===== src/rtl/pwrkey_pkg.sv =====
package pwrkey_pkg;
   typedef enum logic [1:0] {
      PS_NOSUP  = 2'd0,
      PS_OFF    = 2'd1,
      PS_SLEEP  = 2'd2,
      PS_ACTIVE = 2'd3
   } pwr_state_e;

   localparam int unsigned EVT_N     = 3;
   localparam int unsigned IDX_SUP   = 0;
   localparam int unsigned IDX_PRESS = 1;
   localparam int unsigned IDX_LONG  = 2;
endpackage


===== src/rtl/pwrkey_hold_timer.sv =====
// Detects the press edge and counts ticks while the button stays down.
module pwrkey_hold_timer #(
   parameter int unsigned HOLD_TICKS = 6000,
   parameter int unsigned CW         = 13
) (
   input  logic clk,
   input  logic rst_n,
   input  logic en_i,
   input  logic btn_i,
   input  logic tick_i,
   output logic press_o,
   output logic long_o
);
   logic          btn_q;
   logic          fired_q;
   logic [CW-1:0] cnt_q;
   logic          at_limit;

   assign press_o  = en_i & btn_i & ~btn_q;
   assign at_limit = (cnt_q == CW'(HOLD_TICKS - 1));
   assign long_o   = en_i & btn_i & ~press_o & tick_i & ~fired_q & at_limit;

   always_ff @(posedge clk or negedge rst_n) begin
      if (!rst_n) begin
         btn_q   <= 1'b0;
         fired_q <= 1'b0;
         cnt_q   <= '0;
      end else begin
         btn_q <= btn_i;
         if (!en_i || !btn_i || press_o) begin
            cnt_q   <= '0;
            fired_q <= 1'b0;
         end else if (tick_i && !fired_q) begin
            cnt_q <= cnt_q + 1'b1;
            if (at_limit) fired_q <= 1'b1;
         end
      end
   end
endmodule


===== src/rtl/pwrkey_ack_window.sv =====
// Counts the acknowledge window after a long press and flags its expiry.
module pwrkey_ack_window #(
   parameter int unsigned WIN_TICKS = 2000,
   parameter int unsigned CW        = 11
) (
   input  logic clk,
   input  logic rst_n,
   input  logic arm_i,
   input  logic ack_i,
   input  logic abort_i,
   input  logic tick_i,
   output logic expire_o
);
   logic          pend_q;
   logic [CW-1:0] cnt_q;

   assign expire_o = pend_q & tick_i & ~ack_i & ~abort_i
                   & (cnt_q == CW'(WIN_TICKS - 1));

   always_ff @(posedge clk or negedge rst_n) begin
      if (!rst_n) begin
         pend_q <= 1'b0;
         cnt_q  <= '0;
      end else if (arm_i) begin
         pend_q <= 1'b1;
         cnt_q  <= '0;
      end else if (ack_i || abort_i || expire_o) begin
         pend_q <= 1'b0;
         cnt_q  <= '0;
      end else if (pend_q && tick_i) begin
         cnt_q <= cnt_q + 1'b1;
      end
   end
endmodule


===== src/rtl/pwrkey_irq_regs.sv =====
// Write-one-to-clear event latches with a masked OR.
module pwrkey_irq_regs #(
   parameter int unsigned N = 3
) (
   input  logic         clk,
   input  logic         rst_n,
   input  logic [N-1:0] set_i,
   input  logic [N-1:0] ack_i,
   input  logic [N-1:0] mask_i,
   output logic [N-1:0] status_o,
   output logic         irq_o
);
   logic [N-1:0] stat_q;

   for (genvar i = 0; i < N; i++) begin : g_bit
      always_ff @(posedge clk or negedge rst_n) begin
         if (!rst_n)        stat_q[i] <= 1'b0;
         else if (set_i[i]) stat_q[i] <= 1'b1;
         else if (ack_i[i]) stat_q[i] <= 1'b0;
      end
   end

   assign status_o = stat_q;
   assign irq_o    = |(stat_q & ~mask_i);
endmodule


===== src/rtl/pwrkey_pwr_fsm.sv =====
// Tracks the device power state and issues wake and power-down pulses.
module pwrkey_pwr_fsm
   import pwrkey_pkg::*;
(
   input  logic       clk,
   input  logic       rst_n,
   input  logic       supply_i,
   input  logic       press_i,
   input  logic       expire_i,
   input  logic       sleep_req_i,
   output pwr_state_e state_o,
   output logic       connect_o,
   output logic       powered_o,
   output logic       wake_o,
   output logic       pwrdn_o
);
   pwr_state_e st_q, st_d;
   logic       wake_q, pwrdn_q, wake_d;

   assign connect_o = supply_i & (st_q == PS_NOSUP);
   assign powered_o = supply_i & (st_q != PS_NOSUP);
   assign wake_d    = powered_o & press_i & ~expire_i
                    & ((st_q == PS_OFF) | (st_q == PS_SLEEP));

   always_comb begin
      st_d = st_q;
      if (!supply_i)                             st_d = PS_NOSUP;
      else if (st_q == PS_NOSUP)                 st_d = PS_OFF;
      else if (expire_i)                         st_d = PS_OFF;
      else if (wake_d)                           st_d = PS_ACTIVE;
      else if (st_q == PS_ACTIVE && sleep_req_i) st_d = PS_SLEEP;
   end

   always_ff @(posedge clk or negedge rst_n) begin
      if (!rst_n) begin
         st_q    <= PS_NOSUP;
         wake_q  <= 1'b0;
         pwrdn_q <= 1'b0;
      end else begin
         st_q    <= st_d;
         wake_q  <= wake_d;
         pwrdn_q <= expire_i & powered_o;
      end
   end

   assign state_o = st_q;
   assign wake_o  = wake_q;
   assign pwrdn_o = pwrdn_q;
endmodule


===== src/rtl/pwrkey_evt_ctrl.sv =====
module pwrkey_evt_ctrl
   import pwrkey_pkg::*;
#(
   parameter int unsigned LONG_PRESS_TICKS = 6000,
   parameter int unsigned ACK_WINDOW_TICKS = 2000
) (
   input  logic       clk,
   input  logic       rst_n,
   input  logic       tick_i,
   input  logic       btn_i,
   input  logic       supply_ok_i,
   input  logic       sleep_req_i,
   input  logic [2:0] ack_i,
   input  logic [2:0] mask_i,
   output logic [2:0] status_o,
   output logic       irq_o,
   output logic       wake_o,
   output logic       pwrdn_o,
   output logic [1:0] state_o
);
   localparam int unsigned HOLD_CW = $clog2(LONG_PRESS_TICKS + 1);
   localparam int unsigned WIN_CW  = $clog2(ACK_WINDOW_TICKS + 1);

   if (LONG_PRESS_TICKS < 2) begin : g_chk_hold
      $error("LONG_PRESS_TICKS must be at least 2");
   end
   if (ACK_WINDOW_TICKS < 2) begin : g_chk_win
      $error("ACK_WINDOW_TICKS must be at least 2");
   end

   logic       press, long_evt, expire, connect, powered;
   pwr_state_e st;
   logic [EVT_N-1:0] evt_set;

   pwrkey_hold_timer #(.HOLD_TICKS(LONG_PRESS_TICKS), .CW(HOLD_CW)) u_hold (
      .clk(clk), .rst_n(rst_n), .en_i(powered), .btn_i(btn_i),
      .tick_i(tick_i), .press_o(press), .long_o(long_evt)
   );

   pwrkey_ack_window #(.WIN_TICKS(ACK_WINDOW_TICKS), .CW(WIN_CW)) u_win (
      .clk(clk), .rst_n(rst_n), .arm_i(long_evt), .ack_i(ack_i[IDX_LONG]),
      .abort_i(~powered), .tick_i(tick_i), .expire_o(expire)
   );

   pwrkey_pwr_fsm u_fsm (
      .clk(clk), .rst_n(rst_n), .supply_i(supply_ok_i), .press_i(press),
      .expire_i(expire), .sleep_req_i(sleep_req_i), .state_o(st),
      .connect_o(connect), .powered_o(powered), .wake_o(wake_o),
      .pwrdn_o(pwrdn_o)
   );

   assign evt_set[IDX_SUP]   = connect;
   assign evt_set[IDX_PRESS] = press;
   assign evt_set[IDX_LONG]  = long_evt;

   pwrkey_irq_regs #(.N(EVT_N)) u_regs (
      .clk(clk), .rst_n(rst_n), .set_i(evt_set), .ack_i(ack_i),
      .mask_i(mask_i), .status_o(status_o), .irq_o(irq_o)
   );

   assign state_o = st;
endmodule


===== config.mk =====
export PLATFORM = sky130hd
export DESIGN_NAME = pwrkey_evt_ctrl
export DESIGN_NICKNAME = d
export VERILOG_FILES = /design/src/rtl/pwrkey_pkg.sv /design/src/rtl/pwrkey_hold_timer.sv /design/src/rtl/pwrkey_ack_window.sv /design/src/rtl/pwrkey_irq_regs.sv /design/src/rtl/pwrkey_pwr_fsm.sv /design/src/rtl/pwrkey_evt_ctrl.sv
export SDC_FILE = /design/constraint.sdc
export NUM_CORES = 1
export LEC_CHECK = 0
export CORE_ASPECT_RATIO = 1.2
export CORE_UTILIZATION = 55
export CTS_BUF_LIST = sky130_fd_sc_hd__clkbuf_4
export DETAILED_ROUTE_END_ITERATION = 10
export GPL_ROUTABILITY_DRIVEN = 0
export PLACE_DENSITY_LB_ADDON = 0.15
export SYNTH_ARGS = -nofsm -noshare
export SYNTH_HDL_FRONTEND = slang
export SYNTH_SLANG_ARGS = --single-unit
export TNS_END_PERCENT = 1

===== constraint.sdc =====
create_clock -name clk -period 2.7 [get_ports clk]
set_clock_uncertainty 0.15 [all_clocks]
set_input_delay 0.54 -clock clk [delete_from_list [all_inputs] [get_ports clk]]
set_output_delay 0.54 -clock clk [all_outputs]
set_load 0.01 [all_outputs]

Yosys cells after proc, flatten, opt, wreduce, memory -nomap -nowiden

Cells that the tools add are included.

Bits in registers: 34
Input port bits: 12
Output and inout bits: 8
Word-level logic and storage cells: 86

Add/sub/neg operators: 2
Equal/unequal tests: 6
Multiplexer cells: 21
Bitwise logic cells: 25
Reduce and logical (&&, ||, !) cells: 21

Operators by type and width:

| kind                                                                    | number |
|---|---|
| 11-bit 2-to-1 mux                                                       | 3 |
| 13-bit 2-to-1 mux                                                       | 2 |
| 1-bit AND                                                               | 16 |
| 2-bit nonzero test                                                      | 7 |
| 13-bit by 1-bit adder with 13-bit output, second input constant         | 1 |
| 13-bit == test, second input constant                                   | 1 |
| 11-bit by 1-bit adder with 11-bit output, second input constant         | 1 |
| 11-bit == test, second input constant                                   | 1 |
| 1-bit 2-to-1 mux                                                        | 11 |
| 2-bit 2-to-1 mux                                                        | 5 |
| 1-bit inverter                                                          | 6 |
| 5-bit by 1-bit inequality test with 1-bit output, second input constant | 1 |
| 2-bit == test, second input constant                                    | 2 |
| 1-bit logical OR                                                        | 4 |
| 3-bit AND                                                               | 1 |
| 1-bit logical AND                                                       | 3 |
| 1-bit logical NOT                                                       | 3 |
| 3-bit inverter                                                          | 1 |
| 3-bit nonzero test                                                      | 1 |
| 3-bit OR reduction                                                      | 1 |
| 2-bit by 1-bit == test with 1-bit output, second input constant         | 1 |
| 2-bit logical NOT                                                       | 1 |
| 2-bit AND reduction                                                     | 1 |
| 1-bit OR                                                                | 1 |

Logic depth before layout (Yosys ltp)

Gate-level depths: netlist (run 1).

Depth after elaboration: 11
Gate-level depth with buffers: 7
Depth with buffers taken out: 6

Hierarchy

From an unflattened synthesis (run 1), not the netlist that was laid out.

Cell total of the unflattened synthesis: 176
Area total of the unflattened synthesis: 1804.2 µm²

By module, submodules not included:

| module            | instances | cells each | area an instance (µm²) | seq. area each (µm²) |
|---|---|---|---|---|
| pwrkey_hold_timer | 1         | 81         | 778.2                  | 375.4 |
| pwrkey_ack_window | 1         | 63         | 679.4                  | 300.3 |
| pwrkey_pwr_fsm    | 1         | 20         | 212.7                  | 100.1 |
| pwrkey_irq_regs   | 1         | 11         | 130.1                  | 75.1 |
| pwrkey_evt_ctrl   | 1         | 1          | 3.8                    | 0.0 |

Worst setup path after synthesis (run 1)

Ideal clock, no wire load.

Path kind: reg-to-reg
Start point: register u_fsm.st_q[0] (netlist: u_fsm.state_o[0])
End point: register u_win.cnt_q[10]
Library setup time: 0.134 ns
Data arrival time: 1.742 ns
Required time: 2.416 ns
Setup slack: 0.674 ns
Cell stages (with the launch flop): 8
Clock period less this slack: 2.026 ns
Cell sequence: dfrtp_1 -> inv_1 -> ha_1 -> nor2b_1 -> nand3_1 -> nor4_2 -> buf_2 -> nor3_1

Word-level cells in the longest chain between the ends: 10

RTL lines:

| item                                                                            | RTL line                                         | text |
|---|---|---|
| from (decl)                                                                     | pwrkey_pwr_fsm.sv:17                             | `pwr_state_e st_q, st_d;` |
| from (signal assigned)                                                          | pwrkey_pwr_fsm.sv:40                             | `st_q <= st_d;` |
| 2-bit nonzero test *                                                            | pwrkey_pwr_fsm.sv:21                             | `assign powered_o = supply_i & (st_q != PS_NOSUP);` |
| 1-bit AND *                                                                     | pwrkey_pwr_fsm.sv:21                             |  |
| 1-bit AND                                                                       | pwrkey_hold_timer.sv:19, pwrkey_hold_timer.sv:21 |  |
| 1-bit AND                                                                       | pwrkey_hold_timer.sv:19                          | `assign press_o = en_i & btn_i & ~btn_q;` |
| 1-bit inverter                                                                  | pwrkey_hold_timer.sv:21                          | `assign long_o = en_i & btn_i & ~press_o & tick_i & ~fired_q & at_limit;` |
| 1-bit AND (4 in series)                                                         | pwrkey_hold_timer.sv:21                          |  |
| 3-bit nonzero test (no source line) / 11-bit 2-to-1 mux (equally long branches) | n/a                                              |  |
| to (signal assigned)                                                            | pwrkey_ack_window.sv:31                          | `cnt_q <= cnt_q + 1'b1;` |
| to (decl)                                                                       | pwrkey_ack_window.sv:15                          | `logic [CW-1:0] cnt_q;` |

Mark *: on every way between the ends. The rest lies on a longest branch, timed or not.
A chain may end at the register's enable or synchronous reset.

Worst setup path in the final report (run 1)

Start point: input port mask_i[1]
End point: output port irq_o

Word-level cells in the longest chain between the ends: 3

RTL lines:

| item               | RTL line              | text |
|---|---|---|
| from (decl)        | pwrkey_evt_ctrl.sv:14 | `input logic [2:0] mask_i,` |
| 3-bit inverter     | pwrkey_irq_regs.sv:24 | `assign irq_o = \|(stat_q & ~mask_i);` |
| 3-bit AND          | pwrkey_irq_regs.sv:24 |  |
| 3-bit OR reduction | pwrkey_irq_regs.sv:24 |  |
| to (decl)          | pwrkey_evt_ctrl.sv:16 | `output logic irq_o,` |

Every way passes these cells.

==> key figures, run 1 <==
Status
  • Status: complete, no violations

Drt
  • Post-DR wirelength/cell: around 14 um
  • Met1 wire length: 1.44 mm
  • Met3 WL post-DR: roughly 150 um
  • WL met2: between 1.5 and 2 mm
  • First-pass DRT Iterations: 4
  • Total Wirelength: about 3.2 mm
  • Top layer in use: met4
  • Iteration-0 DRC Markers: 38
  • DR vias: 1327
  • Vias/cell: 5.74
  • ANT nets after route: 0
  • DRC Markers: 0

STA
  • RSZ-0062 raised after global routing: no
  • Final min period: 2.43 ns
  • Final Slew Violations: 0
  • Setup tns final: 0 ns
  • Worst slew pin tran: approximately 0.42 ns
  • Count of final hold-check violations: 0
  • Final period util: 90.2%
  • Max Clk Rate: 0.411 GHz
  • Final setup fails: 0
  • Slew HR: 72.1%

Critical path
  • Critical-path top delay cell: clkdlybuf4s50_1
  • Worst reg2reg setup slack: 0.75 ns
  • CP bufs+invs: 2
  • CP Class: in2out
  • Crit-path max cell delay: 0.54 ns
  • Worst r2r src: u_hold.fired_q
  • Most common cell on crit path: clkdlybuf4s50_1
  • Critical Path RT: 2.01 ns
  • FF-to-FF End: u_hold.cnt_q[11]
  • Worst R2R Path Depth: 4
  • CP Cell Sequence: clkdlybuf4s50_1 -> o22ai_1 -> o21bai_1 -> clkdlybuf4s50_1
  • CP arrival: roughly 1.7 ns
  • CP startpoint kind: input pin
  • Worst setup EP type: primary output
  • Cell family with most CP delay: buffers and inverters
  • CP Max Fanout: 1

Floorplanning
  • DIE WIDTH: 52.7 um
  • Ports: 20
  • Num rows: 21
  • Effective utilization at floorplan: 59.2%
  • Die Ht: approximately 63 um
  • Core area: ~2900 um^2
  • Die area: 3310 um^2

GRT
  • Largest net degree at the start of global routing: 35
  • Vias in the first global route: 1306
  • Overall routing resource usage: 22.7%
  • Initial antenna violation count: 0
  • Global-route wire length before repair: 5.49 mm
  • GRT overflow: 0

Yosys
  • Post-synth EDFFs: 0
  • Syn Area/Cell: 9.91 um^2
  • Post-synth ARST share: 100%
  • Mapped Nets: 187
  • Main synth FF type: dfrtp_1
  • Synth Cell Area: 1690 um^2
  • Yosys Warn Count: 0
  • #FFs+latches synth: 34
  • Synthesized instance count: 171
  • Post-synthesis sequential area ratio: 50.2%
  • Synth unique cells: 36

Clocking
  • Post-CTS resize count: 0
  • CTS H-tree depth: 2
  • Num CTS Buffers: 5
  • Clk slew on worst S/H paths: 0.10 ns
  • Cts hold-fix bufs: 0
  • Num Clock Sinks: 34
  • CTS tree: built
  • Clock Tree Buf Depth: 2
  • Clock Latency Late Sink: 0.34 ns
  • Root Driver: clkbuf_4
  • Postcts setup bufs: 0

Power and ir drop
  • Logic gate share of total power: 10.5%
  • Peak supply drop: 0.000412 V
  • Total chip power: 0.852 mW
  • Net Switching: 0.203 mW
  • Net Sw Frac: 23.9%
  • Pint: 0.649 mW
  • PwrDens: roughly 430 nW/um^2
  • Sequential share of power: 61.3%
  • Clk pwr share: 28.3%
  • Leakage: 0.798 nW

Hold path
  • Hold worst-path end: u_regs.status_o[2]
  • Hold_sp: u_regs.status_o[2]
  • Min-Delay Path Class: reg2reg
  • Hold Crit Depth: 2

Cells and area
  • Area growth from synthesis to final layout: 17.2%
  • FILL cells: 219
  • Layout Nets: 214
  • N_diodes: 0
  • Fraction of layout cells with a size suffix above 1: under 10%

Placed design
  • Final HPWL DP: 2.32 mm
  • Buffers on Ports: 19

Flow run
  • Number of max-cap violations: 0
==> sequential cells by signal, indices dropped and copies added, names as in the netlist <==
register         count
u_win.cnt_q         11
u_fsm.pwrdn_o        1
u_hold.btn_q         1
u_fsm.wake_o         1
u_hold.fired_q       1
u_fsm.state_o        2
u_hold.cnt_q        13
u_win.pend_q         1
u_regs.status_o      3
==> synthesized netlist by cell type, types with 2 or more instances <==
cell | count | area share [%]
nand4_1 | 6 | 2.2
and3_1 | 4 | 1.5
nand3_1 | 10 | 3.0
xor2_1 | 7 | 3.6
inv_1 | 8 | 1.8
clkbuf_1 | 2 | 0.44
nand2_1 | 12 | 2.7
mux2i_1 | 2 | 1.2
or3_1 | 4 | 1.5
o22ai_1 | 2 | 0.74
nor2b_1 | 2 | 0.74
nor4_1 | 6 | 2.2
o21bai_1 | 2 | 0.89
a21oi_1 | 4 | 1.2
xnor2_1 | 11 | 5.7
o21ai_0 | 6 | 1.8
dfrtp_1 | 34 | 50
nand2b_1 | 2 | 0.74
nor3_1 | 14 | 4.1
nor2_1 | 14 | 3.1
ha_1 | 4 | 3.0
==> tightest hold or removal path, delay by kind of cell, from the launching register on <==
| family | cells | cell delay, ns |
|---|---|---|
| buffers and inverters | 1 | 0.07 |
| flip-flops | 1 | 0.39 |
| AO/OA/AOI/OAI | 1 | 0.06 |
==> cells by family (layout without fill, tap and decap cells) <==
| group | Yosys count | after routing | share of synthesized area (%) |
|---|---|---|---|
| muxes | 2 | 2 | 1.18 |
| and+or+nand+nor | 83 | 83 | 26.7 |
| DFF | 34 | 34 | 50.2 |
| adders and majority gates | 4 | 4 | 2.95 |
| AOI/OAI and AO/OA | 19 | 19 | 7.16 |
| xor gates and xnor gates | 18 | 18 | 9.31 |
| buffers and inverters | 11 | 37 | 2.51 |
==> cell usage in the layout, fill, tap and decap left out, types with 2 or more instances in the layout <==
master / n
nor2b_1: 2
nand2b_1: 2
nor2_1: 14
buf_4: 4
o22ai_1: 2
xor2_1: 7
and3_1: 4
clkbuf_4: 5
a21oi_1: 4
inv_1: 8
or3_1: 4
nand2_1: 12
ha_1: 4
nor4_1: 6
nand3_1: 10
xnor2_1: 11
clkdlybuf4s50_1: 19
o21bai_1: 2
mux2i_1: 2
o21ai_0: 6
nor3_1: 14
dfrtp_1: 34
nand4_1: 6
==> how the worst max path moves through the flow <==
stage	start	end	slack [ns]	cells after the start
after global routing	mask_i[1]	irq_o	0.23	4
after CTS	mask_i[1]	irq_o	0.28	4
final	mask_i[1]	irq_o	0.27	4
after floorplan	u_fsm.state_o[0]	u_win.cnt_q[10]	0.67	7
after detailed placement	tick_i	u_hold.cnt_q[11]	0.24	5
after global placement	mask_i[1]	irq_o	0.28	4
==> power by group through the flow <==
stage	Sequential, mW	Clock, mW	Combinational, mW
floorplan	0.535	0	0.0313
global placement	0.532	0	0.0879
detailed placement	0.532	0	0.0898
CTS	0.522	0.255	0.0906
global route	0.523	0.279	0.0994
finish	0.522	0.241	0.0892
==> per-layer routing <==
metal / vias up / GRT usage [%]
met5: - / 0
met4: 0 / 11.8
met3: 6 / 5.35
met2: 30 / 35.0
met1: 634 / 29.1
li1: 657 / -
==> per-stage QoR <==
step	hold WS [ns]	setup slack, ns	area (um^2)	std cells	utilization [%]
after floorplan	0.0944	0.674	1690	171	-
final	0.405	0.266	1990	231	69.3
after global routing	0.429	0.234	1990	231	69.3
after CTS	0.407	0.278	1990	231	69.3
after global placement	0.368	0.283	1940	225	67.9
after detailed placement	0.385	0.244	1940	225	67.9
==> area by class of cell <==
| class | count | area (um^2) | share of cell area, % |
|---|---|---|---|
| sequential | 34 | 851 | 42.8 |
| multi-input combinational | 126 | 801 | 40.3 |
| timing repair buffer | 23 | 220 | 11.1 |
| tap | 34 | 42.5 | 2.14 |
| clock buffer | 5 | 37.5 | 1.89 |
| inverter | 8 | 30.0 | 1.51 |
| clock inverter | 1 | 3.75 | 0.189 |
Power figures use the tool's default switching activity.
==> run 2: changes to the inputs <==
CORE_MARGIN = 2   (was unset)
GPL_TIMING_DRIVEN = 0   (was unset)
==> key figures, run 2 (synthesized netlist as in run 1, its figures left out) <==
Cells and area
  • Fraction of layout cells with a size suffix above 1: 6.57% (was 6.60%)
  • N_diodes: 0 (unchanged)
  • FILL cells: 234 (was 219)
  • Most frequent cells in the layout: 34 x dfrtp_1, 18 x clkdlybuf4s50_1, 14 x nor2_1, 14 x nor3_1, 12 x nand2_1 (was 34 x dfrtp_1, 19 x clkdlybuf4s50_1, 14 x nor2_1, 14 x nor3_1, 12 x nand2_1)
  • Max reg flops: 13 (unchanged)
  • Storage cell area: 851 um^2 (unchanged)
  • Layout Nets: 213 (was 214)
  • Largest Register: u_hold.cnt_q (unchanged)
  • Area growth from synthesis to final layout: 16.8% (was 17.2%)
  • Multi-input gate area: 801 um^2 (unchanged)
  • Commonest non-fill, non-tap cell in the layout: dfrtp_1 (unchanged)
  • Non-filler cells, final: 234 (was 231)
  • Core Util, Final: 65.9% (was 69.3%)

Power and ir drop
  • Logic gate share of total power: 9.8% (was 10.5%)
  • Pint: 0.665 mW (was 0.649 mW)
  • Leakage: 0.795 nW (was 0.798 nW)
  • Net Sw Frac: 24.4% (was 23.9%)
  • Net Switching: 0.215 mW (was 0.203 mW)
  • PwrDens: 445 nW/um^2 (was 429 nW/um^2)
  • Sequential share of power: 59.3% (was 61.3%)
  • Peak supply drop: 0.000294 V (was 0.000412 V)
  • Clk pwr share: 30.8% (was 28.3%)

Drt
  • First-pass DRT Iterations: 4 (unchanged)
  • Iteration-0 DRC Markers: 38 (unchanged)
  • ANT nets after route: 0 (unchanged)
  • Total Wirelength: 3.35 mm (was 3.23 mm)
  • Post-DR wirelength/cell: 14.3 um (was 14.0 um)
  • Vias/cell: 5.92 (was 5.74)
  • DRC Markers: 0 (unchanged)
  • DR vias: 1386 (was 1327)

Critical path
  • Worst setup EP type: primary output (unchanged)
  • Critical-path top delay cell: clkdlybuf4s50_1 (unchanged)
  • Worst r2r src: u_fsm.state_o[0] (was u_hold.fired_q)
  • Most common cell on crit path: clkdlybuf4s50_1 (unchanged)
  • Crit-path max cell delay: 0.56 ns (was 0.54 ns)
  • CP Launch Point: mask_i[1] (unchanged)
  • Cell family with most CP delay: buffers and inverters (unchanged)
  • CP Max Fanout: 1 (unchanged)
  • CP bufs+invs: 2 (unchanged)
  • CP arrival: 1.76 ns (was 1.74 ns)
  • Critical Path RT: 2.01 ns (about the same)
  • CP Cell Sequence: clkdlybuf4s50_1 -> o22ai_1 -> o21bai_1 -> clkdlybuf4s50_1 (unchanged)
  • CP startpoint kind: input pin (unchanged)
  • CP Class: in2out (unchanged)

STA
  • Count of final hold-check violations: 0 (unchanged)
  • Max Clk Rate: 0.407 GHz (was 0.411 GHz)
  • Slew HR: 50.7% (was 72.1%)
  • Final Slew Violations: 0 (unchanged)
  • RSZ-0062 raised after global routing: no (unchanged)
  • Min Hold Slack: 0.114 ns (was 0.405 ns)
  • Final min period: 2.45 ns (was 2.43 ns)
  • Final setup fails: 0 (unchanged)
  • Worst slew pin tran: 0.740 ns (was 0.418 ns)
  • Final period util: 90.9% (was 90.2%)

Floorplanning
  • Core area: 3000 um^2 (was 2860 um^2)
  • Die area: 3540 um^2 (was 3310 um^2)
  • Ports: 20 (unchanged)
  • Num rows: 22 (was 21)
  • Die Ht: 64.8 um (was 62.8 um)
  • DIE WIDTH: 54.7 um (was 52.7 um)
  • Effective utilization at floorplan: 56.5% (was 59.2%)

Hold path
  • Min-Delay Path Class: in2async (was reg2reg)

GRT
  • GRT overflow: 0 (unchanged)
  • Overall routing resource usage: 22.4% (was 22.7%)
  • Global-route wire length before repair: 5.80 mm (was 5.49 mm)
  • Vias in the first global route: 1335 (was 1306)
  • Initial antenna violation count: 0 (unchanged)
  • Largest net degree at the start of global routing: 35 (unchanged)

Clocking
  • CTS tree: built (unchanged)
  • Cts hold-fix bufs: 0 (unchanged)
  • Clk slew on worst S/H paths: 0.10 ns (about the same)
  • Clock Tree Buf Depth: 2 (unchanged)
  • Clock Latency Late Sink: 0.33 ns (was 0.34 ns)
  • CTS H-tree depth: 2 (unchanged)
  • Postcts setup bufs: 0 (unchanged)
  • Root Driver: clkbuf_4 (unchanged)
  • Num Clock Sinks: 34 (unchanged)
  • Num CTS Buffers: 5 (unchanged)
  • Post-CTS resize count: 0 (unchanged)

Placed design
  • Buffers on Ports: 19 (unchanged)
  • Placed insts: 226 (was 225)
  • Final HPWL DP: 2.43 mm (was 2.32 mm)

Flow run
  • Number of max-cap violations: 0 (unchanged)

Status
  • Status: complete, no violations (unchanged)
[run 2: cell types whose count changed in the layout (fill, tap and decap cells not counted)]
cell and change:
buf_2 +2, clkbuf_1 +2, clkbuf_4 +1, buf_4 -4
clkdlybuf4s50_1 -1, clkinv_2 +1
[run 2: area by class of cell]
type / count / area share, %
plain buffers: 3 / 0.633
clock buffers: 6 / 2.28
flip-flops and latches: 34 / 43.0
repair buffers: 19 / 9.36
multi-input cells: 126 / 40.5
well taps: 36 / 2.28
clock inverters: 2 / 0.443
inverters: 8 / 1.52
[run 2: worst paths after layout]
kind / cells past startpoint / slack, ns / end
worst min-delay path: 1 / 0.11 / u_fsm.state_o[1]
max in group asynchronous: 1 / 1.81 / u_win.cnt_q[3]
worst min register to register: 1 / 0.41 / u_fsm.wake_o
min in group clk: 1 / 0.41 / u_fsm.wake_o
worst max-delay path: 4 / 0.25 / irq_o
worst max register to register: 7 / 0.37 / u_win.cnt_q[2]
[run 2: routing by layer]
metal  vias to the layer above  global-route usage (%)  part of all wire [%]
met1                       671                    27.6                    43
li1                        665                       -                     -
met3                         7                    6.91                   5.5
met2                        43                    36.0                    50
met4                         0                    7.81                   1.7
met5                         -                       0                     0
[run 2: worst reg2reg max path: stages (launching register included)]
cell,delay [ns]
dfrtp_1,0.40
inv_1,0.08
ha_1,0.23
nor2b_1,0.19
nand3_1,0.21
nor4_2,0.54
buf_2,0.31
nor3_1,0.08
[run 2: stage by stage]
stage | setup WS [ns] | instance area (um^2) | total power, mW | TNS, ns
floorplan | 0.674 | 1690 | 0.566 | 0
global placement | -0.0483 | 1930 | 0.618 | -0.445
detailed placement | -0.0675 | 1920 | 0.620 | -0.597
CTS | 0.243 | 1980 | 0.894 | 0
global route | 0.147 | 1980 | 0.926 | 0
finish | 0.246 | 1980 | 0.880 | 0
[run 2: power groups by stage]
stage               Combinational, mW  Clock, mW  Sequential, mW
finish                         0.0864      0.271           0.522
global route                   0.0964      0.305           0.524
CTS                            0.0877      0.283           0.523
detailed placement             0.0873          0           0.533
global placement               0.0860          0           0.532
floorplan                      0.0313          0           0.535
==> run 3: changes to the inputs <==
ABC_AREA = 0   (was unset)
SLEW_MARGIN = 30   (was unset)
==> key figures, run 3 (synthesized netlist as in run 1, its figures left out) <==
Cells and area
  • FILL cells: 232 (was 234)
  • Area growth from synthesis to final layout: 18.6% (was 16.8%)
  • Largest Register: u_hold.cnt_q (unchanged)
  • Layout Nets: 215 (was 213)
  • Non-filler cells, final: 235 (was 234)
  • Core Util, Final: 67.0% (was 65.9%)
  • N_diodes: 0 (unchanged)
  • Fraction of layout cells with a size suffix above 1: 7.04% (was 6.57%)
  • Max reg flops: 13 (unchanged)
  • Most frequent cells in the layout: 34 x dfrtp_1, 18 x clkdlybuf4s50_1, 14 x nor2_1, 14 x nor3_1, 12 x nand2_1 (unchanged)
  • Commonest non-fill, non-tap cell in the layout: dfrtp_1 (unchanged)

Critical path
  • Worst Setup EP: irq_o (unchanged)
  • Worst reg2reg setup slack: 0.39 ns (was 0.37 ns)
  • CP Max Fanout: 1 (unchanged)
  • FF-to-FF End: u_win.cnt_q[2] (unchanged)
  • CP startpoint kind: input pin (unchanged)
  • CP arrival: 1.82 ns (was 1.76 ns)
  • Crit-path max cell delay: 0.56 ns (about the same)
  • Worst r2r src: u_fsm.state_o[0] (unchanged)
  • CP Launch Point: mask_i[1] (unchanged)
  • CP Class: in2out (unchanged)
  • Critical Path RT: 2.01 ns (about the same)
  • Critical-path top delay cell: clkdlybuf4s50_1 (unchanged)
  • Worst setup EP type: primary output (unchanged)
  • CP Cell Sequence: clkdlybuf4s50_1 -> o22ai_1 -> o21bai_1 -> clkdlybuf4s50_1 (unchanged)
  • Worst R2R Path Depth: 7 (unchanged)
  • Most common cell on crit path: clkdlybuf4s50_1 (unchanged)

Floorplanning
  • Die Ht: 64.8 um (unchanged)
  • DIE WIDTH: 54.7 um (unchanged)
  • Effective utilization at floorplan: 56.5% (unchanged)
  • Ports: 20 (unchanged)
  • Num rows: 22 (unchanged)
  • Core area: 3000 um^2 (unchanged)
  • Die area: 3540 um^2 (unchanged)

Drt
  • Post-DR wirelength/cell: 14.2 um (was 14.3 um)
  • DR vias: 1360 (was 1386)
  • First-pass DRT Iterations: 4 (unchanged)
  • Vias/cell: 5.79 (was 5.92)
  • ANT nets after route: 0 (unchanged)
  • DRC Markers: 0 (unchanged)
  • Total Wirelength: 3.34 mm (was 3.35 mm)
  • Iteration-0 DRC Markers: 54 (was 38)

Clocking
  • Num CTS Buffers: 5 (unchanged)
  • Clk slew on worst S/H paths: 0.10 ns (about the same)
  • Clock Tree Buf Depth: 2 (unchanged)
  • CTS H-tree depth: 2 (unchanged)
  • Post-CTS resize count: 0 (unchanged)
  • CTS tree: built (unchanged)
  • Clock Latency Late Sink: 0.34 ns (was 0.33 ns)
  • Root Driver: clkbuf_4 (unchanged)
  • Num Clock Sinks: 34 (unchanged)

Power and ir drop
  • Sequential share of power: 59.3% (about the same)
  • PwrDens: 438 nW/um^2 (was 445 nW/um^2)
  • Clk pwr share: 30.1% (was 30.8%)
  • Peak supply drop: 0.000360 V (was 0.000294 V)
  • Total chip power: 0.880 mW (about the same)
  • Net Sw Frac: 25.5% (was 24.4%)
  • Logic gate share of total power: 10.6% (was 9.8%)
  • Net Switching: 0.224 mW (was 0.215 mW)
  • Leakage: 0.810 nW (was 0.795 nW)
  • Pint: 0.656 mW (was 0.665 mW)

Placed design
  • Placed insts: 227 (was 226)
  • Buffers on Ports: 19 (unchanged)
  • Final HPWL DP: 2.47 mm (was 2.43 mm)

STA
  • Count of final hold-check violations: 0 (unchanged)
  • Slew HR: 68.2% (was 50.7%)
  • Final min period: 2.51 ns (was 2.45 ns)
  • Final period util: 92.9% (was 90.9%)
  • Final setup fails: 0 (unchanged)
  • RSZ-0062 raised after global routing: no (unchanged)
  • Worst slew pin tran: 0.473 ns (was 0.740 ns)
  • Max Clk Rate: 0.399 GHz (was 0.407 GHz)
  • Setup tns final: 0 ns (unchanged)
  • Final Slew Violations: 0 (unchanged)

GRT
  • Global-route wire length before repair: 5.91 mm (was 5.80 mm)
  • Vias in the first global route: 1366 (was 1335)
  • Largest net degree at the start of global routing: 22 (was 35)
  • Overall routing resource usage: 23.0% (was 22.4%)
  • GRT overflow: 0 (unchanged)
  • Initial antenna violation count: 0 (unchanged)

Hold path
  • Min-Delay Path Class: reg2reg (was in2async)

Flow run
  • Number of max-cap violations: 0 (unchanged)

Status
  • Status: complete, no violations (unchanged)
## run 3: cell types whose count changed in the layout (fill, tap and decap cells not counted)
| cell | before | now |
|---|---|---|
| clkbuf_4 | 6 | 5 |
| clkinv_1 | 1 | 0 |
| clkinv_2 | 1 | 2 |
| dlygate4sd3_1 | 0 | 1 |
| buf_16 | 0 | 1 |
## run 3: through the flow
stage	cell area [um^2]	worst slack, ns	hold WS [ns]
2_1_floorplan	1690	0.674	0.0944
3_3_place_gp	1930	-0.0483	0.370
3_5_place_dp	1950	-0.0578	0.319
4_1_cts	2010	0.178	0.411
5_1_grt	2010	0.127	0.432
6_report	2010	0.192	0.409
## run 3: power by group through the flow
stage	logic [mW]	clock network, mW	registers (mW)
global route	0.104	0.296	0.524
floorplan	0.0313	0	0.535
CTS	0.0944	0.272	0.522
global placement	0.0860	0	0.532
detailed placement	0.0930	0	0.532
finish	0.0931	0.265	0.522
## run 3: final cells by class
cell class / count / area [um^2] / share of cell area [%]
Sequential cell: 34 / 851 / 42.3
Multi-Input combinational cell: 126 / 801 / 39.9
Timing Repair Buffer: 21 / 223 / 11.1
Tap cell: 36 / 45.0 / 2.24
Clock buffer: 5 / 37.5 / 1.87
Inverter: 8 / 30.0 / 1.49
Buffer: 3 / 12.5 / 0.623
Clock inverter: 2 / 10.0 / 0.498
## run 3: worst max-delay path, delay by kind of cell
| family | cells | cell delay [ns] |
|---|---|---|
| AO/OA/AOI/OAI | 2 | 0.30 |
| buffers and inverters | 2 | 0.97 |
## run 3: metal layers
layer / track usage [%] / part of all wire [%] / up-vias
met1: 29.1 / 44 / 648
met2: 36.3 / 49 / 39
li1: - / - / 665
met3: 5.53 / 4.1 / 8
met4: 10.0 / 2.1 / 0
met5: 0 / 0 / -
## run 3: timing repair
item,CTS,global route
buffers inserted,0,0
endpoints found under the hold margin,13,0
hold buffers,1,0
## run 3: worst min path at each step
stage / startpoint / endpoint / slack [ns] / cells after the start
after detailed placement: rst_n / u_fsm.state_o[0] / 0.32 / 1
after CTS: u_hold.btn_q / u_fsm.wake_o / 0.41 / 1
after global routing: u_win.cnt_q[10] / u_win.cnt_q[10] / 0.43 / 2
after global placement: u_regs.status_o[2] / u_regs.status_o[2] / 0.37 / 2
final: u_regs.status_o[2] / u_regs.status_o[2] / 0.41 / 2
after floorplan: rst_n / u_fsm.pwrdn_o / 0.09 / 0
